File: config.mk
export PLATFORM = sky130hd
export DESIGN_NAME = cal_trig_burst
export DESIGN_NICKNAME = d
export VERILOG_FILES = /design/src/rtl/burst_seq_pkg.sv /design/src/rtl/burst_seq_timer.sv /design/src/rtl/burst_cmd_shifter.sv /design/src/rtl/cal_trig_burst.sv
export SDC_FILE = /design/constraint.sdc
export NUM_CORES = 1
export LEC_CHECK = 0
export BUFFER_PORTS_ARGS = -buffer_cell sky130_fd_sc_hd__clkbuf_2
export CORE_AREA = 4 4 134 136
export CTS_CLUSTER_DIAMETER = 40
export CTS_CLUSTER_SIZE = 24
export DETAILED_ROUTE_END_ITERATION = 6
export DIE_AREA = 0 0 138 140
export SLEW_MARGIN = 25
export SYNTH_ARGS = -nofsm -noshare
export SYNTH_HDL_FRONTEND = slang
export SYNTH_SLANG_ARGS = --single-unit
File: constraint.sdc
create_clock -name clk -period 10.1 [get_ports clk]
set_input_delay 2.525 -clock clk [delete_from_list [all_inputs] [get_ports clk]]
set_output_delay 2.525 -clock clk [all_outputs]
set_load 0.05 [all_outputs]
File: src/rtl/burst_seq_pkg.sv
package burst_seq_pkg;

   typedef enum logic [1:0] {
      CMD_NONE = 2'd0,
      CMD_STRB = 2'd1,
      CMD_TRIG = 2'd2
   } cmd_kind_e;

   function automatic int max2(input int a, input int b);
      return (a > b) ? a : b;
   endfunction

endpackage

File: src/rtl/burst_seq_timer.sv
module burst_seq_timer #(
   parameter int CNT_W    = 16,
   parameter int PERIOD_W = 16,
   parameter int DLY_W    = 8
) (
   input  logic                clk,
   input  logic                rst_n,
   input  logic                go,
   input  logic [CNT_W-1:0]    cnt_in,
   input  logic [PERIOD_W-1:0] per_in,
   input  logic [DLY_W-1:0]    dly_in,
   input  logic                en_in,
   output logic                run,
   output logic                strb_go,
   output logic                trig_go
);

   if (PERIOD_W < DLY_W) begin : g_bad_widths
      $error("burst_seq_timer: PERIOD_W must be at least DLY_W");
   end
   if (CNT_W < 1) begin : g_bad_cnt
      $error("burst_seq_timer: CNT_W must be positive");
   end

   logic [PERIOD_W-1:0] ph;
   logic [PERIOD_W-1:0] per_q;
   logic [DLY_W-1:0]    dly_q;
   logic                en_q;
   logic [CNT_W-1:0]    left;
   logic [PERIOD_W:0]   ph_inc;
   logic                wrap;

   assign ph_inc = {1'b0, ph} + (PERIOD_W+1)'(1);
   assign wrap   = (ph_inc >= {1'b0, per_q});

   always_ff @(posedge clk) begin
      if (!rst_n) begin
         run   <= 1'b0;
         ph    <= '0;
         per_q <= '0;
         dly_q <= '0;
         en_q  <= 1'b0;
         left  <= '0;
      end else if (go) begin
         run   <= 1'b1;
         ph    <= '0;
         left  <= cnt_in;
         per_q <= per_in;
         dly_q <= dly_in;
         en_q  <= en_in;
      end else if (run) begin
         if (wrap) begin
            ph   <= '0;
            left <= left - CNT_W'(1);
            if (left == CNT_W'(1)) run <= 1'b0;
         end else begin
            ph <= ph_inc[PERIOD_W-1:0];
         end
      end
   end

   assign strb_go = run && en_q && (ph == '0);
   assign trig_go = run && (en_q ? (ph == PERIOD_W'(dly_q)) : (ph == '0));

   // the top never re-launches a burst in progress
   a_r7_no_restart: assert property (@(posedge clk) disable iff (!rst_n)
      run |-> !go);
   // a running burst always has sequences left
   a_r5_left_nonzero: assert property (@(posedge clk) disable iff (!rst_n)
      run |-> (left != '0));
   // phase stays inside the captured period
   a_r3_phase_bound: assert property (@(posedge clk) disable iff (!rst_n)
      (run && per_q > PERIOD_W'(1)) |-> (ph < per_q));
   // captured settings hold while running
   a_r8_settings_held: assert property (@(posedge clk) disable iff (!rst_n)
      (run && !go) |=> ($stable(per_q) && $stable(dly_q) && $stable(en_q)));

endmodule

File: src/rtl/burst_cmd_shifter.sv
module burst_cmd_shifter
   import burst_seq_pkg::*;
#(
   parameter int                  STRB_LEN = 9,
   parameter logic [STRB_LEN-1:0] STRB_PAT = 9'b101100101,
   parameter int                  TRIG_LEN = 4,
   parameter logic [TRIG_LEN-1:0] TRIG_PAT = 4'b1101
) (
   input  logic      clk,
   input  logic      rst_n,
   input  cmd_kind_e kind,
   output logic      line,
   output logic      active
);

   localparam int SH_W = max2(STRB_LEN, TRIG_LEN);
   localparam int RW   = $clog2(SH_W + 1);
   localparam logic [SH_W-1:0] STRB_ALIGN = SH_W'(STRB_PAT) << (SH_W - STRB_LEN);
   localparam logic [SH_W-1:0] TRIG_ALIGN = SH_W'(TRIG_PAT) << (SH_W - TRIG_LEN);

   if (STRB_LEN < 1 || TRIG_LEN < 1) begin : g_bad_len
      $error("burst_cmd_shifter: command lengths must be positive");
   end

   logic [SH_W-1:0] sh;
   logic [RW-1:0]   rem;

   always_ff @(posedge clk) begin
      if (!rst_n) begin
         sh  <= '0;
         rem <= '0;
      end else begin
         unique case (kind)
            CMD_TRIG: begin
               sh  <= TRIG_ALIGN;
               rem <= RW'(TRIG_LEN);
            end
            CMD_STRB: begin
               sh  <= STRB_ALIGN;
               rem <= RW'(STRB_LEN);
            end
            default: begin
               if (rem != '0) begin
                  sh  <= sh << 1;
                  rem <= rem - RW'(1);
               end
            end
         endcase
      end
   end

   assign active = (rem != '0);
   assign line   = active && sh[SH_W-1];

   // a trigger load shows its MSB on the next cycle
   a_r2_trig_msb: assert property (@(posedge clk) disable iff (!rst_n)
      (kind == CMD_TRIG) |=> (line == TRIG_PAT[TRIG_LEN-1]));
   // a strobe load shows its MSB on the next cycle
   a_r2_strb_msb: assert property (@(posedge clk) disable iff (!rst_n)
      (kind == CMD_STRB) |=> (line == STRB_PAT[STRB_LEN-1]));
   // without a load, the remaining bit count only falls by one
   a_r6_count_down: assert property (@(posedge clk) disable iff (!rst_n)
      (active && kind == CMD_NONE) |=> (rem == $past(rem) - RW'(1)));

endmodule

File: src/rtl/cal_trig_burst.sv
module cal_trig_burst
   import burst_seq_pkg::*;
#(
   parameter int                  CNT_W         = 16,
   parameter int                  PERIOD_W      = 16,
   parameter int                  DLY_W         = 8,
   parameter bit                  ENABLE_STROBE = 1'b1,
   parameter int                  STRB_LEN      = 9,
   parameter logic [STRB_LEN-1:0] STRB_PAT      = 9'b101100101,
   parameter int                  TRIG_LEN      = 4,
   parameter logic [TRIG_LEN-1:0] TRIG_PAT      = 4'b1101
) (
   input  logic                clk,
   input  logic                rst_n,
   input  logic                start,
   input  logic [CNT_W-1:0]    cfg_count,
   input  logic [PERIOD_W-1:0] cfg_period,
   input  logic [DLY_W-1:0]    cfg_delay,
   input  logic                cfg_strobe_en,
   output logic                busy,
   output logic                cmd_out
);

   logic      go;
   logic      run;
   logic      strb_go;
   logic      trig_go;
   logic      strb_allowed;
   logic      shifting;
   cmd_kind_e kind;

   assign go = start && !busy && (cfg_count != '0);

   generate
      if (ENABLE_STROBE) begin : g_strobe
         assign strb_allowed = cfg_strobe_en;
      end else begin : g_no_strobe
         assign strb_allowed = 1'b0;
      end
   endgenerate

   burst_seq_timer #(
      .CNT_W   (CNT_W),
      .PERIOD_W(PERIOD_W),
      .DLY_W   (DLY_W)
   ) i_timer (
      .clk    (clk),
      .rst_n  (rst_n),
      .go     (go),
      .cnt_in (cfg_count),
      .per_in (cfg_period),
      .dly_in (cfg_delay),
      .en_in  (strb_allowed),
      .run    (run),
      .strb_go(strb_go),
      .trig_go(trig_go)
   );

   always_comb begin
      if (trig_go)      kind = CMD_TRIG;
      else if (strb_go) kind = CMD_STRB;
      else              kind = CMD_NONE;
   end

   burst_cmd_shifter #(
      .STRB_LEN(STRB_LEN),
      .STRB_PAT(STRB_PAT),
      .TRIG_LEN(TRIG_LEN),
      .TRIG_PAT(TRIG_PAT)
   ) i_shifter (
      .clk   (clk),
      .rst_n (rst_n),
      .kind  (kind),
      .line  (cmd_out),
      .active(shifting)
   );

   assign busy = run || shifting;

   // the line is never high outside busy
   a_r6_line_inside_busy: assert property (@(posedge clk) disable iff (!rst_n)
      cmd_out |-> busy);
   // a zero-count start leaves the block idle
   a_r5_zero_count_idle: assert property (@(posedge clk) disable iff (!rst_n)
      (start && !busy && cfg_count == '0) |=> !busy);
   // an accepted start raises busy on the next cycle
   a_r6_busy_rises: assert property (@(posedge clk) disable iff (!rst_n)
      (start && !busy && cfg_count != '0) |=> busy);

endmodule

== Yosys cells after proc, flatten, opt, wreduce, memory -nomap -nowiden ==
Cells that the tools add are included.

* Register bits: 71
* Latch bits: 0
* Memory bits (writable): 0
* ROM bits: 0
* Input port bits: 44
* Output and inout port bits: 2
* Logic and storage cells: 48
* Memories kept: 0

* $add $sub $neg: 3
* Multipliers: 0
* Divide/modulo/power cells: 0
* $lt $le $gt $ge: 1
* Equality and inequality tests: 4
* Shift operators: 0
* Muxes and demuxes: 15
* Bitwise operators: 1
* Reductions and logical operators: 16

{| class="wikitable"
|+ Operator list
! kind !! count
|-
| $mux W16 || 4
|-
| $pmux W9 S2 || 1
|-
| $add A16 B1 Y17 const B || 1
|-
| $ge A17 B16 Y1 || 1
|-
| $eq A16 B1 Y1 const B || 1
|-
| $eq A16 B8 Y1 || 1
|-
| $logic_not A16 Y1 || 1
|-
| $reduce_bool A16 Y1 || 1
|-
| $sub A16 B1 Y16 const B || 1
|-
| $mux W9 || 1
|-
| $pmux W4 S2 || 1
|-
| $logic_and A1 B1 Y1 || 6
|-
| $mux W1 || 6
|-
| $mux W4 || 1
|-
| $reduce_bool A2 Y1 || 2
|-
| $reduce_bool A4 Y1 || 1
|-
| $sub A4 B1 Y4 const B || 1
|-
| $reduce_bool A3 Y1 || 1
|-
| $eq A2 B1 Y1 const B || 1
|-
| $eq A2 B2 Y1 const B || 1
|-
| $mux W2 || 1
|-
| $reduce_and A2 Y1 || 1
|-
| $reduce_or A2 Y1 || 1
|-
| $logic_not A1 Y1 || 1
|-
| 2 further kinds || 2
|}

== Longest topological paths before layout ==
* Word-level depth: 7
* Mapped depth: 15
* Gate-level depth less buffers: 12

== Cells and area by module ==
A second synthesis with hierarchy kept.

* Cells, all modules: 486
* Area total of the unflattened synthesis: 4191.5 um^2

{| class="wikitable"
|+ Modules (own cells, without submodules)
! module !! instances !! cells an instance !! area each (um^2) !! sequential area each (um^2)
|-
| burst_seq_timer || 1 || 404 || 3454.6 || 1161.1
|-
| burst_cmd_shifter || 1 || 73 || 679.4 || 260.2
|-
| cal_trig_burst || 1 || 9 || 57.6 || 0.0
|}

== Least setup slack after synthesis ==
Ideal clock, no wire load.

* Kind: flip-flop to output port
* Start point: register i_shifter.rem[0]
* End point: output port cmd_out
* Arrival time: 1505 ps
* Data required time: 7575 ps
* Slack: 6070 ps
* Cell stages (with the launch flop): 6
* Path buffers: 1
* Cells stage by stage: dfxtp_1 -> inv_1 -> ha_1 -> or3b_1 -> clkbuf_1 -> and2_1

* Longest elaborated chain between the ends: 2

{| class="wikitable"
|+ RTL lines
! what !! line !! text
|-
| start: declaration || burst_cmd_shifter.sv:26 || <nowiki>logic [RW-1:0] rem;</nowiki>
|-
| start signal: assignment || burst_cmd_shifter.sv:36 || <nowiki>rem <= RW'(TRIG_LEN);</nowiki>
|-
| start signal: assignment || burst_cmd_shifter.sv:40 || <nowiki>rem <= RW'(STRB_LEN);</nowiki>
|-
| start signal: assignment || burst_cmd_shifter.sv:45 || <nowiki>rem <= rem - RW'(1);</nowiki>
|-
| $reduce_bool A4 Y1 || burst_cmd_shifter.sv:52 || <nowiki>assign active = (rem != '0);</nowiki>
|-
| $logic_and A1 B1 Y1 || burst_cmd_shifter.sv:53 || <nowiki>assign line = active && sh[SH_W-1];</nowiki>
|-
| end: declaration || cal_trig_burst.sv:21 || <nowiki>output logic cmd_out</nowiki>
|}

No other way between the ends.

== Worst setup path in the final report ==
* Start point: register i_shifter.rem[0]
* End point: output port busy

* Longest elaborated chain between the ends: 2

{| class="wikitable"
|+ RTL lines
! what !! line !! text
|-
| $reduce_bool A4 Y1 || burst_cmd_shifter.sv:52 ||
|-
| $logic_or A1 B1 Y1 || cal_trig_burst.sv:78 || <nowiki>assign busy = run || shifting;</nowiki>
|-
| end: declaration || cal_trig_burst.sv:20 || <nowiki>output logic busy,</nowiki>
|}

No other way between the ends.

==> summary.txt <==
Yosys cell types: 63
Met3 usage: 2.42%
Die extent in x: 138 µm
Switching share of power: 40.2%
Footprint of the multi-input gates: 2390 µm²
Gate Count Post-Synth: 515
Num rows: 48
Drt first pass iters: 4
Crit path required time: 7.58 ns
Worst rel slew slack: 42.3%
Tot GR Track Use: 11.5%
Hold crit path type: flip-flop to flip-flop
Worst Reg-to-Reg Cells: 11
CP startpoint kind: flip-flop
Met1 GRT Util: 15.7%
Initial antenna violation count: 0
P_int: 767 µW
Final WS setup: 5.46 ns
Pin count of the biggest net entering global routing: 44
CP Data Arrival Time: 2.11 ns
Fmax: 216 MHz
Top FF cell, synth: dfxtp_1
DP Worst Slack: 5.72 ns
Worst R2R Start: i_timer.ph[2]
Sum Neg Setup Slack: 0 ns
Nature of the critical path endpoint: output port
Routed Antenna Nets: 0
Syn-to-layout area delta: 16.8%
GRT overflow: 0
R2r setup slk: 5.94 ns
CTS tree: yes
Critical R2R Capture: i_timer.left[15]
Worst skew pair latency: 0.34 ns
Cts repair resizes: 0
Post-CTS setup buffer count: 0
Post-Syn Nets: 580
Clock tree skew after final layout: 0.00886 ns
Critical path's top delay family: simple AND/OR/NAND/NOR gates
IO Pins: 46
Clk network pwr share: 27.0%
Via/cell ratio: 4.83
Worst Hold Depth: 2
DR vias: 3,723
Met2 Use GR: 18.0%
Crit Path Max Fanout: 12
Max Root-Sink Buffers: 2
Clock Root Buffer: clkbuf_16
Clock sink count: 71
Hold buffers post-CTS: 0
Crit path time final: 4.64 ns
Vias in the first global route: 3,577
Number of max-cap violations: 0
Crit path launch: i_shifter.rem[0]
Psw: 517 µW
Fin. Hold Viols: 0
Die area: 19,300 µm²
H-tree depth: 3
CTS clk-pin slew, worst paths: 0.06 ns
PD cells: 268 nW/µm²
Post-synthesis sequential area ratio: 34.6%
Crit path cell chain: inv_1 > ha_1 > or3b_1 > nor2_1 > inv_1 > clkbuf_2
Mapped Avg Cell Area: 7.97 µm²
Worst-Margin Slew: 0.858 ns
Post-synth ARST share: 0%
Core area: 16,900 µm²
Cell leakage power: 0.00181 µW
Final wirelength: 10,900 µm
Seq pwr share: 31.0%
Routed len/inst: 14.2 µm
Post-Syn Area: 4100 µm²
Initial Util: 24.2%
CTS Buf Count: 9
FILL cells: 1,872
Gr busiest metal: met2
Max Slew Vio Count: 0
Hold_sp: i_shifter.sh[1]
Crit path buf inv count: 3
Status: finished, final reports clean
Post-synth EDFFs: 0
VDD IR max: 0.000168 V
Hpwl dp: 7820 µm
Worst setup path class: flip-flop to output port
First-pass GRT wire length: 18,400 µm
Worst hold path endpoint: i_shifter.sh[1]
Register bit total from synthesis: 71
I/O Buffers: 45
DRC: 0
RSZ-0062 raised after global routing: false
Die Y: 140 µm
Final setup fails: 0
N_diodes: 0
Final nets: 606
Gpl congestion: 0.830
CP max stage cell: or3b_1
Share of layout cells above drive strength 1: 15.2%
Iteration-0 DRC Markers: 277
Combinational group share of total power: 41.9%
Flip-flop and latch area: 1420 µm²
CP max stage delay: 0.54 ns
Critical path's most frequent cell: inv_1
Synth warnings: 0
Final Cycle Share: 45.9%
-- cells in the final DEF, fill, tap and decap left out, types with 4 or more instances in the layout --
cell        n
a32o_1      4
o21a_1     10
and3_1     12
ha_1       21
o31ai_1     4
xor2_1      8
nor3_1     14
xnor2_1    18
a21oi_1    54
nor3b_1     5
inv_1      26
o21ai_0    18
a32oi_1     4
clkbuf_16   9
a31oi_1     6
clkbuf_2   45
nand2_1    88
dfxtp_1    71
nand3_1    19
buf_4       6
nor2_1     18
nor4_1     12
or3_1       4
nand4_1    10
-- registers in the layout (all words and copies together), names as in the netlist --
register and cells:
i_timer.ph 16, i_timer.run 1, i_shifter.sh 9, i_shifter.rem 4
i_timer.dly_q 8, i_timer.en_q 1, i_timer.per_q 16, i_timer.left 16
-- power by group through the flow --
stage          sequential, µW  clock [µW]  combinational [µW]
6_report                  398         347                 538
5_1_grt                   408         365                 606
4_1_cts                   398         353                 540
3_5_place_dp              403           0                 537
3_3_place_gp              403           0                 534
2_1_floorplan             386           0                 426
-- tightest hold or removal path, stage by stage, from the launching register on --
cell	delay, ns
dfxtp_1	0.30
nand2_1	0.05
a21oi_1	0.05
-- stage by stage --
| stage | hold WS [ns] | area (µm²) | util, % | std cells | power (µW) |
|---|---|---|---|---|---|
| after floorplan | 0.429 | 4100 | - | 515 | 811 |
| after global placement | 0.439 | 4470 | 26.4 | 755 | 936 |
| after detailed placement | 0.445 | 4470 | 26.4 | 755 | 941 |
| after CTS | 0.453 | 4790 | 28.3 | 771 | 1290 |
| after global routing | 0.475 | 4790 | 28.3 | 771 | 1380 |
| final | 0.452 | 4790 | 28.3 | 771 | 1280 |
-- metal layers --
layer / wire, µm / up-vias
li1: - / 1899
met1: 5390 / 1736
met2: 4890 / 72
met3: 448 / 16
met4: 210 / 0
met5: 0 / -
-- cells in the mapped netlist (6+ instances only) --
master,instances,share of area (%)
dfxtp_1,71,35
nor2_1,18,1.6
xor2_1,8,1.7
nand3_1,19,2.3
buf_2,7,0.85
nand4_1,10,1.5
clkbuf_1,23,2.1
nand2_1,88,8.1
o21a_1,10,1.8
a31oi_1,6,0.92
nor3_1,14,1.7
xnor2_1,18,3.8
inv_1,26,2.4
ha_1,21,6.4
o21ai_0,18,2.2
a21oi_1,54,6.6
and3_1,12,1.8
nor4_1,12,1.8
-- worst max path at each step --
stage	slack (ns)	cells after the start	to
5_1_grt	5.25	6	busy
3_5_place_dp	5.72	8	i_timer.ph[7]
6_report	5.46	6	busy
4_1_cts	5.43	6	busy
3_3_place_gp	5.78	8	i_timer.ph[7]
2_1_floorplan	6.07	5	cmd_out
-- cells by family (layout without fill, tap and decap cells) --
logic type                 Yosys count  in the layout  share of synthesized area, %
and+or+nand+nor                    200            200                          24.5
AOI/OAI and AO/OA                  130            130                          20.8
DFF                                 71             71                          34.6
buffers and inverters               63             94                          7.01
xor gates and xnor gates            26             26                          5.55
adders and majority gates           21             21                          6.40
muxes                                4              4                          1.07
-- layout make-up --
class                           count  area share (%)
Timing Repair Buffer               51            5.64
Tap cell                          225            5.88
Clock inverter                      6            1.75
Inverter                           27            2.12
Sequential cell                    71            29.7
Multi-Input combinational cell    381            50.0
Clock buffer                       10            4.99
(Power assumes the default switching activity.)
